**src/rtl/wprot_pkg.sv**
```systemverilog
package wprot_pkg;

  typedef enum logic [2:0] {
    ST_IDLE,
    ST_KEY1,
    ST_KEY2,
    ST_OPEN,
    ST_DIS3,
    ST_DIS4,
    ST_DIS5
  } seqState_t;

  // Strobes from the control to the datapath
  typedef struct packed {
    logic armLock;
    logic clrProt;
  } strobe_t;

  // Key-comparator results from the datapath to the control
  typedef struct packed {
    logic keyFirst;   // first key byte at the primary address
    logic keySecond;  // second key byte at the secondary address
    logic opLock;     // lock opcode at the primary address
    logic opErase;    // disable-prefix opcode at the primary address
    logic opUnlock;   // disable-final opcode at the primary address
  } match_t;

endpackage

```
**src/rtl/wprot_dp.sv**
```systemverilog
module wprot_dp
  import wprot_pkg::*;
#(
  parameter int ADDR_W = 17,
  parameter logic [ADDR_W-1:0] CMD_ADDR_ONE = ADDR_W'('h5555),
  parameter logic [ADDR_W-1:0] CMD_ADDR_TWO = ADDR_W'('h2AAA),
  parameter logic [7:0] KEY_FIRST = 8'hAA,
  parameter logic [7:0] KEY_SECOND = 8'h55,
  parameter logic [7:0] OP_LOCK = 8'hA0,
  parameter logic [7:0] OP_ERASE = 8'h80,
  parameter logic [7:0] OP_UNLOCK = 8'h20
) (
  input  logic              clk,
  input  logic              rstN,
  input  logic              factoryRstN,
  input  logic [ADDR_W-1:0] wrAddr,
  input  logic [7:0]        wrData,
  input  logic              busy,
  input  strobe_t           strb,
  output match_t            hit,
  output logic              protOn
);

  localparam int NUM_KEYS = 5;
  localparam logic [ADDR_W-1:0] KEY_ADDR [NUM_KEYS] =
    '{CMD_ADDR_ONE, CMD_ADDR_TWO, CMD_ADDR_ONE, CMD_ADDR_ONE, CMD_ADDR_ONE};
  localparam logic [7:0] KEY_DATA [NUM_KEYS] =
    '{KEY_FIRST, KEY_SECOND, OP_LOCK, OP_ERASE, OP_UNLOCK};

  logic [NUM_KEYS-1:0] hitVec;

  for (genvar gi = 0; gi < NUM_KEYS; gi++) begin : g_key
    assign hitVec[gi] = (wrAddr == KEY_ADDR[gi]) && (wrData == KEY_DATA[gi]);
  end

  assign hit = {hitVec[0], hitVec[1], hitVec[2], hitVec[3], hitVec[4]};

  logic lockPend;
  logic busyQ;
  logic busyFall;

  assign busyFall = busyQ && !busy;

  always_ff @(posedge clk or negedge rstN) begin
    if (!rstN) begin
      busyQ    <= 1'b0;
      lockPend <= 1'b0;
    end else begin
      busyQ <= busy;
      if (strb.clrProt) begin
        lockPend <= 1'b0;
      end else if (strb.armLock) begin
        lockPend <= 1'b1;
      end else if (busyFall) begin
        lockPend <= 1'b0;
      end
    end
  end

  // The protection flag survives power reset; only the factory reset clears it
  always_ff @(posedge clk or negedge factoryRstN) begin
    if (!factoryRstN) begin
      protOn <= 1'b0;
    end else if (strb.clrProt) begin
      protOn <= 1'b0;
    end else if (lockPend && busyFall && rstN) begin
      protOn <= 1'b1;
    end
  end

  AST_PROT_AFTER_BUSY: assert property (@(posedge clk) disable iff (!rstN || !factoryRstN)
    $rose(protOn) |-> !$past(busy));

  AST_CLEAR_TAKES: assert property (@(posedge clk) disable iff (!rstN || !factoryRstN)
    strb.clrProt |=> !protOn);

  AST_PROT_HOLDS: assert property (@(posedge clk) disable iff (!factoryRstN)
    protOn && !strb.clrProt |=> protOn);

endmodule

```
**src/rtl/wprot_ctrl.sv**
```systemverilog
module wprot_ctrl
  import wprot_pkg::*;
#(
  parameter int WINDOW_CYC = 16
) (
  input  logic    clk,
  input  logic    rstN,
  input  logic    wrValid,
  input  match_t  hit,
  input  logic    protOn,
  output strobe_t strb,
  output logic    commitEn,
  output logic    cmdSuppress
);

  localparam int WIN_W = $clog2(WINDOW_CYC + 1);
  localparam logic [WIN_W-1:0] GAP_LAST = WIN_W'(WINDOW_CYC - 1);

  seqState_t state, nextState;
  logic [WIN_W-1:0] gapCnt;
  logic timeout;

  assign timeout = !wrValid && (state != ST_IDLE) && (gapCnt == GAP_LAST);

  always_comb begin
    nextState   = state;
    commitEn    = 1'b0;
    cmdSuppress = 1'b0;
    strb        = '0;
    if (wrValid) begin
      // Default: a write that breaks a sequence is handled like a plain write
      nextState = ST_IDLE;
      commitEn  = !protOn;
      unique case (state)
        ST_IDLE: if (hit.keyFirst) begin
          nextState = ST_KEY1; cmdSuppress = 1'b1; commitEn = 1'b0;
        end
        ST_KEY1: if (hit.keySecond) begin
          nextState = ST_KEY2; cmdSuppress = 1'b1; commitEn = 1'b0;
        end
        ST_KEY2: begin
          if (hit.opLock) begin
            nextState = ST_OPEN; cmdSuppress = 1'b1; commitEn = 1'b0;
            strb.armLock = 1'b1;
          end else if (hit.opErase) begin
            nextState = ST_DIS3; cmdSuppress = 1'b1; commitEn = 1'b0;
          end
        end
        ST_OPEN: begin
          nextState = ST_OPEN;
          commitEn  = 1'b1;
        end
        ST_DIS3: if (hit.keyFirst) begin
          nextState = ST_DIS4; cmdSuppress = 1'b1; commitEn = 1'b0;
        end
        ST_DIS4: if (hit.keySecond) begin
          nextState = ST_DIS5; cmdSuppress = 1'b1; commitEn = 1'b0;
        end
        ST_DIS5: if (hit.opUnlock) begin
          nextState = ST_IDLE; cmdSuppress = 1'b1; commitEn = 1'b0;
          strb.clrProt = 1'b1;
        end
        default: nextState = ST_IDLE;
      endcase
    end else if (timeout) begin
      nextState = ST_IDLE;
    end
  end

  always_ff @(posedge clk or negedge rstN) begin
    if (!rstN) begin
      state  <= ST_IDLE;
      gapCnt <= '0;
    end else begin
      state <= nextState;
      if (wrValid || state == ST_IDLE || timeout) begin
        gapCnt <= '0;
      end else begin
        gapCnt <= gapCnt + 1'b1;
      end
    end
  end

  AST_CMD_NO_COMMIT: assert property (@(posedge clk) disable iff (!rstN)
    cmdSuppress |-> !commitEn);

  AST_LOCKED_DROP: assert property (@(posedge clk) disable iff (!rstN)
    wrValid && protOn && state == ST_IDLE && !cmdSuppress |-> !commitEn);

  AST_GAP_BOUND: assert property (@(posedge clk) disable iff (!rstN)
    gapCnt < WIN_W'(WINDOW_CYC));

  AST_TIMEOUT_IDLE: assert property (@(posedge clk) disable iff (!rstN)
    state != ST_IDLE && !wrValid && gapCnt == GAP_LAST |=> state == ST_IDLE);

  AST_QUIET_OUT: assert property (@(posedge clk) disable iff (!rstN)
    !wrValid |-> !commitEn && !cmdSuppress);

endmodule

```
**src/rtl/wprot_seq.sv**
```systemverilog
module wprot_seq
  import wprot_pkg::*;
#(
  parameter int ADDR_W = 17,
  parameter int WINDOW_CYC = 16
) (
  input  logic              clk,
  input  logic              rstN,
  input  logic              factoryRstN,
  input  logic              wrValid,
  input  logic [ADDR_W-1:0] wrAddr,
  input  logic [7:0]        wrData,
  input  logic              busy,
  output logic              protOn,
  output logic              commitEn,
  output logic              cmdSuppress
);

  strobe_t strb;
  match_t  hit;

  wprot_dp #(.ADDR_W(ADDR_W)) i_dp (
    .clk         (clk),
    .rstN        (rstN),
    .factoryRstN (factoryRstN),
    .wrAddr      (wrAddr),
    .wrData      (wrData),
    .busy        (busy),
    .strb        (strb),
    .hit         (hit),
    .protOn      (protOn)
  );

  wprot_ctrl #(.WINDOW_CYC(WINDOW_CYC)) i_ctrl (
    .clk         (clk),
    .rstN        (rstN),
    .wrValid     (wrValid),
    .hit         (hit),
    .protOn      (protOn),
    .strb        (strb),
    .commitEn    (commitEn),
    .cmdSuppress (cmdSuppress)
  );

endmodule

```
**config.mk**
```make
export PLATFORM = sky130hd
export DESIGN_NAME = wprot_seq
export DESIGN_NICKNAME = d
export VERILOG_FILES = /design/src/rtl/wprot_pkg.sv /design/src/rtl/wprot_dp.sv /design/src/rtl/wprot_ctrl.sv /design/src/rtl/wprot_seq.sv
export SDC_FILE = /design/constraint.sdc
export NUM_CORES = 1
export LEC_CHECK = 0
export CAP_MARGIN = 20
export CORE_MARGIN = 5
export CORE_UTILIZATION = 49
export DETAILED_ROUTE_END_ITERATION = 8
export DONT_BUFFER_PORTS = 1
export GPL_TIMING_DRIVEN = 0
export PLACE_DENSITY_LB_ADDON = 0.3
export SLEW_MARGIN = 20
export SYNTH_ARGS = -nofsm -noshare
export SYNTH_HDL_FRONTEND = slang
export SYNTH_SLANG_ARGS = --single-unit
```
**constraint.sdc**
```tcl
create_clock -name clk -period 2 [get_ports clk]
set_clock_uncertainty 0.15 [all_clocks]
set_input_delay 0.1 -clock clk [delete_from_list [all_inputs] [get_ports clk]]
set_output_delay 0.1 -clock clk [all_outputs]
set_load 0.005 [all_outputs]
```
---- Yosys cells after proc, flatten, opt, wreduce, memory -nomap -nowiden ----
Cells that the tools add are included.
cells by class
  $add $sub $neg .......................... 1
  equality and inequality tests ........... 14
  multiplexer cells ....................... 33
  reduce and logical (&&, ||, !) cells .... 22
operator list
  operator              count
  $eq 8x8->1 const B    3
  $mux 1                21
  $mux 3                6
  $pmux 3 s6            1
  $eq 17x14->1 const B  1
  $eq 17x15->1 const B  1
  $logic_and 1x1->1     10
  $eq 3x3->1 const B    3
  $eq 8x6->1 const B    1
  $eq 8x7->1 const B    1
  $eq 3x2->1 const B    2
  $reduce_bool 3->1     2
  $add 5x1->5 const B   1
  $eq 5x4->1 const B    1
  $mux 5                1
  $pmux 1 s5            1
  $mux 2                2
  $pmux 1 s4            1
  $reduce_bool 2->1     2
  $reduce_or 2->1       2
  $eq 3x1->1 const B    1
  $logic_not 1->1       3
  $logic_not 3->1       1
  $logic_or 1x1->1      2
word-level totals
  register bits ........................... 11
  input port bits ......................... 30
  logic and storage cells ................. 75

---- Depth between registers and ports, before layout ----
  depth in word-level cells ............... 7
  gate-level depth with buffers ........... 6
  depth with buffers taken out ............ 6

---- Hierarchy ----
From an unflattened synthesis, not the netlist that was laid out.
unflattened totals
  cell total of the unflattened synthesis .. 87
  area, all modules ....................... 817.0 µm²
modules (own cells, without submodules)
  module      times used  cells an instance  area each (µm²)  sequential area each (µm²)
  wprot_ctrl  1           52                 510.5            200.2
  wprot_dp    1           35                 306.5            75.1

---- Worst setup path before layout ----
No wires, ideal clock.
  path kind ............................... register to register
  start ................................... register i_ctrl.gapCnt[0]
  end ..................................... register i_ctrl.gapCnt[2]
  setup time .............................. 0.072 ns
  arrival time ............................ 1.375 ns
  required time ........................... 1.778 ns
  path slack .............................. 0.402 ns
  cell stages (with the launch flop) ...... 7
  path buffers ............................ 0
  clock period less this slack ............ 1.598 ns
  cells stage by stage .................... dfrtp_1 -> ha_1 -> and3_1 -> ha_1 -> nor2_1 -> o31ai_1 -> nor2_1
between the ends
  word-level cells in the longest chain between the ends .. 4
  elaborated cells between the ends (all ways) .. 5
  those cells by class .................... add/sub (1); eq/ne (1); mux (1); reduce/logical (2)
ends and longest elaborated chain
  what                                                 RTL line          text
  from (decl)                                          wprot_ctrl.sv:20  logic [WIN_W-1:0] gapCnt;
  from (signal assigned)                               wprot_ctrl.sv:79  gapCnt <= gapCnt + 1'b1;
  branches (longest 3 deep; another with $add 5x1->5)  n/a
  $mux 5 (*)                                           wprot_ctrl.sv:76  if (wrValid || state == ST_IDLE || timeout) begin
Mark *: on every way between the ends.
A chain may end at the register's enable or synchronous reset.

---- Worst setup path in the final report ----
  start ................................... register i_ctrl.state[0]
  end ..................................... output port commitEn
between the ends
  word-level cells in the longest chain between the ends .. 4
  elaborated cells between the ends (all ways) .. 11
  those cells by class .................... eq/ne (6); mux (2); reduce/logical (3)
ends and longest elaborated chain
  what                                RTL line          text
  from (decl)                         wprot_ctrl.sv:19  seqState_t state, nextState;
  from (signal assigned)              wprot_ctrl.sv:75  state <= nextState;
  $eq 3x1->1 (tied with other cells)  wprot_ctrl.sv:34  unique case (state)
  $reduce_or 2->1 (no line)           n/a
  $pmux 1 s5 (*)                      wprot_ctrl.sv:34
  $mux 1 (*)                          wprot_ctrl.sv:30  if (wrValid) begin
  to (decl)                           wprot_seq.sv:15   output logic commitEn,
Every way passes the cells marked *; elsewhere a longest branch is shown, timed or not.

==> flow_summary.json <==
{
  "seq_area_frac_synth_pct": 33.6,
  "power_density_mw_per_mm2": 419,
  "slew_viol_final": 0,
  "clock-sinks": 11,
  "reg2regPathDepth": 4,
  "layout_min_cycle_time_ps": 1950,
  "fp.dieH_um": 50.9,
  "ys_types": 37,
  "arrival_ps": 1700,
  "p_leak_nw": 0.432,
  "yosysWarnings": 0,
  "cp_max_fo": 6,
  "synth_edf_count": 0,
  "rrSetupSlack_ps": 150,
  "grt_pass1_wl_mm": 3.13,
  "crit_required_ps": 1750,
  "irDropWorstVdd_mv": 0.303,
  "rows": 14,
  "diodes": 0,
  "endpoint_kind": "output port",
  "viasPerCell": 6.09,
  "worstHoldStart": "wrData[5]",
  "setup_viol": 0,
  "worstMarginPinSlew_ps": 647,
  "vias": 725,
  "hold_viol": 0,
  "avgSynthCellArea_um2": 9.42,
  "htree_levels": 1,
  "antenna_found_initial": 0,
  "syn_area_um2": 820,
  "nets": 136,
  "path_class": "reg2out",
  "cts-root-buf": "clkbuf_4",
  "path_clk_slew_ps": 60,
  "ys_dominant_reg_cell": "dfrtp_1",
  "pin_count": 33,
  "layout_common_cells": "nor2_1, dlygate4sd3_1, dfrtp_1, inv_1, nand2_1",
  "max-slew-margin-rel_pct": 56.5,
  "first_pass_iters": 4,
  "port_buffers": 0,
  "cts_tree": "yes",
  "start_util_pct": 53.2,
  "mostFrequentLayoutCell": "nor2_1",
  "hold_depth": 4,
  "total_power_uw": 419,
  "post-route-period-util_pct": 97.5,
  "hpwlAfterDp_mm": 1.48,
  "hold_path_end": "i_ctrl.state[0]",
  "status": "completed",
  "wl_mm": 1.95,
  "maxCapViolations": 0,
  "first_global_vias": 750,
  "clockBufferDepth": 2,
  "grt_util_all_layers_pct": 15.7,
  "die_w_um": 50.9,
  "fmax_mhz": 513,
  "hold_path.class": "in2reg",
  "drtIter0Drc": 9,
  "start_kind": "flop",
  "worst_r2r_startpoint": "i_ctrl.state[1]",
  "drc_errors": 0,
  "antenna_left": 0,
  "ys_ff_latch": 11,
  "gp_congestion": 0.781,
  "reg2reg_to": "i_dp.protOn",
  "synth_cells": 87,
  "area_delta_synth_final_pct": 22.0,
  "grt_max_degree": 12,
  "insertion_delay_ps": 270,
  "dieArea_mm2": 0.00259,
  "design.core.area_mm2": 0.00154,
  "drive_gt1_share_pct": 16.5,
  "wl_per_cell_um": 16.4,
  "synth_fp_nets": 119,
  "final_core_util_pct": 64.9,
  "grt-ovfl-total": 0,
  "cts_made_buffers": 3,
  "synthArstFlopShare_pct": 100
}
==> critical path, cell delays in order (launching register included) <==
cell and delay [ps]:
dfrtp_2 460, nor4bb_2 200, nand3_1 130, nor2_2 50
or3_1 360, a211oi_2 230
==> Yosys cell counts, types with 2 or more instances <==
master	number	area (µm²)
a31oi_1	3	18.8
nand4_1	3	18.8
o21a_1	2	15.0
nor3_1	2	10.0
nand2_1	7	26.3
a21o_1	2	15.0
nand3_1	3	15.0
nor2_1	13	48.8
nor4b_2	3	45.0
dfrtp_1	11	275
and4b_1	2	20.0
nor4bb_1	4	40.0
inv_1	7	26.3
ha_1	2	25.0
==> state kept, by name, indices dropped and copies added (netlist names) <==
name	flops
i_ctrl.gapCnt	5
i_ctrl.state	3
i_dp.busyQ	1
i_dp.lockPend	1
i_dp.protOn	1
==> final cells by class <==
cell class	count	area [µm²]
fill	128	542
multi-input combinational	67	514
sequential	11	277
timing repair buffer	13	125
clock buffer	4	26.3
inverter	7	26.3
tap	16	20.0
buffer	1	11.3
==> per-layer routing <==
layer	GRT usage, %	vias up	share of wire [%]
met2	25.4	15	51
met5	0	-	0
met4	3.83	0	1.0
met3	5.23	4	5.5
li1	-	364	-
met1	20.3	342	43
==> worst max-delay path by stage <==
stage / from / depth (start not counted) / slack [ps] / to
after global placement: i_ctrl.gapCnt[0] / 6 / 230 / i_ctrl.gapCnt[3]
after detailed placement: i_ctrl.gapCnt[0] / 6 / 190 / i_ctrl.gapCnt[3]
final: i_ctrl.state[0] / 5 / 50 / commitEn
after CTS: i_ctrl.state[0] / 5 / 40 / commitEn
after global routing: i_ctrl.state[0] / 5 / -6 / commitEn
after floorplan: i_ctrl.gapCnt[0] / 6 / 400 / i_ctrl.gapCnt[2]
==> repair_timing <==
| item | in CTS | in global routing |
|---|---|---|
| gates resized for setup | 1 | 2 |
| setup endpoints to repair | 1 | 3 |
| cloned | 0 | 0 |
| pin swaps | 0 | 2 |
| buffers inserted | 0 | 2 |
| hold buffers | 11 | 0 |
| endpoints found under the hold margin | 15 | 0 |
==> cells by family after synthesis <==
logic type,count (synthesis),share of synthesized area (%)
compound gates,18,15.9
xor+xnor,2,2.14
fa+ha+maj,2,3.05
buf+inv,9,5.04
flops,11,33.6
simple gates,45,40.3
==> stage by stage <==
step                area (µm²)  instances  hold WS [ps]  setup slack (ps)  TNS, ps
floorplan                  820         87          -346               402        0
global placement           840        103          -346               233        0
detailed placement         840        103          -346               186        0
CTS                        981        118          14.0              38.9        0
global route              1000        119          50.5             -5.82    -5.82
finish                    1000        119          26.9              49.5        0
==> power by group <==
part	switching, mW	total [mW]	internal [mW]
logic	0.0209	0.0475	0.0266
registers	0.000593	0.224	0.223
clock network	0.0701	0.147	0.0773
total	0.0915	0.419	0.327
(Power assumes the default switching activity.)
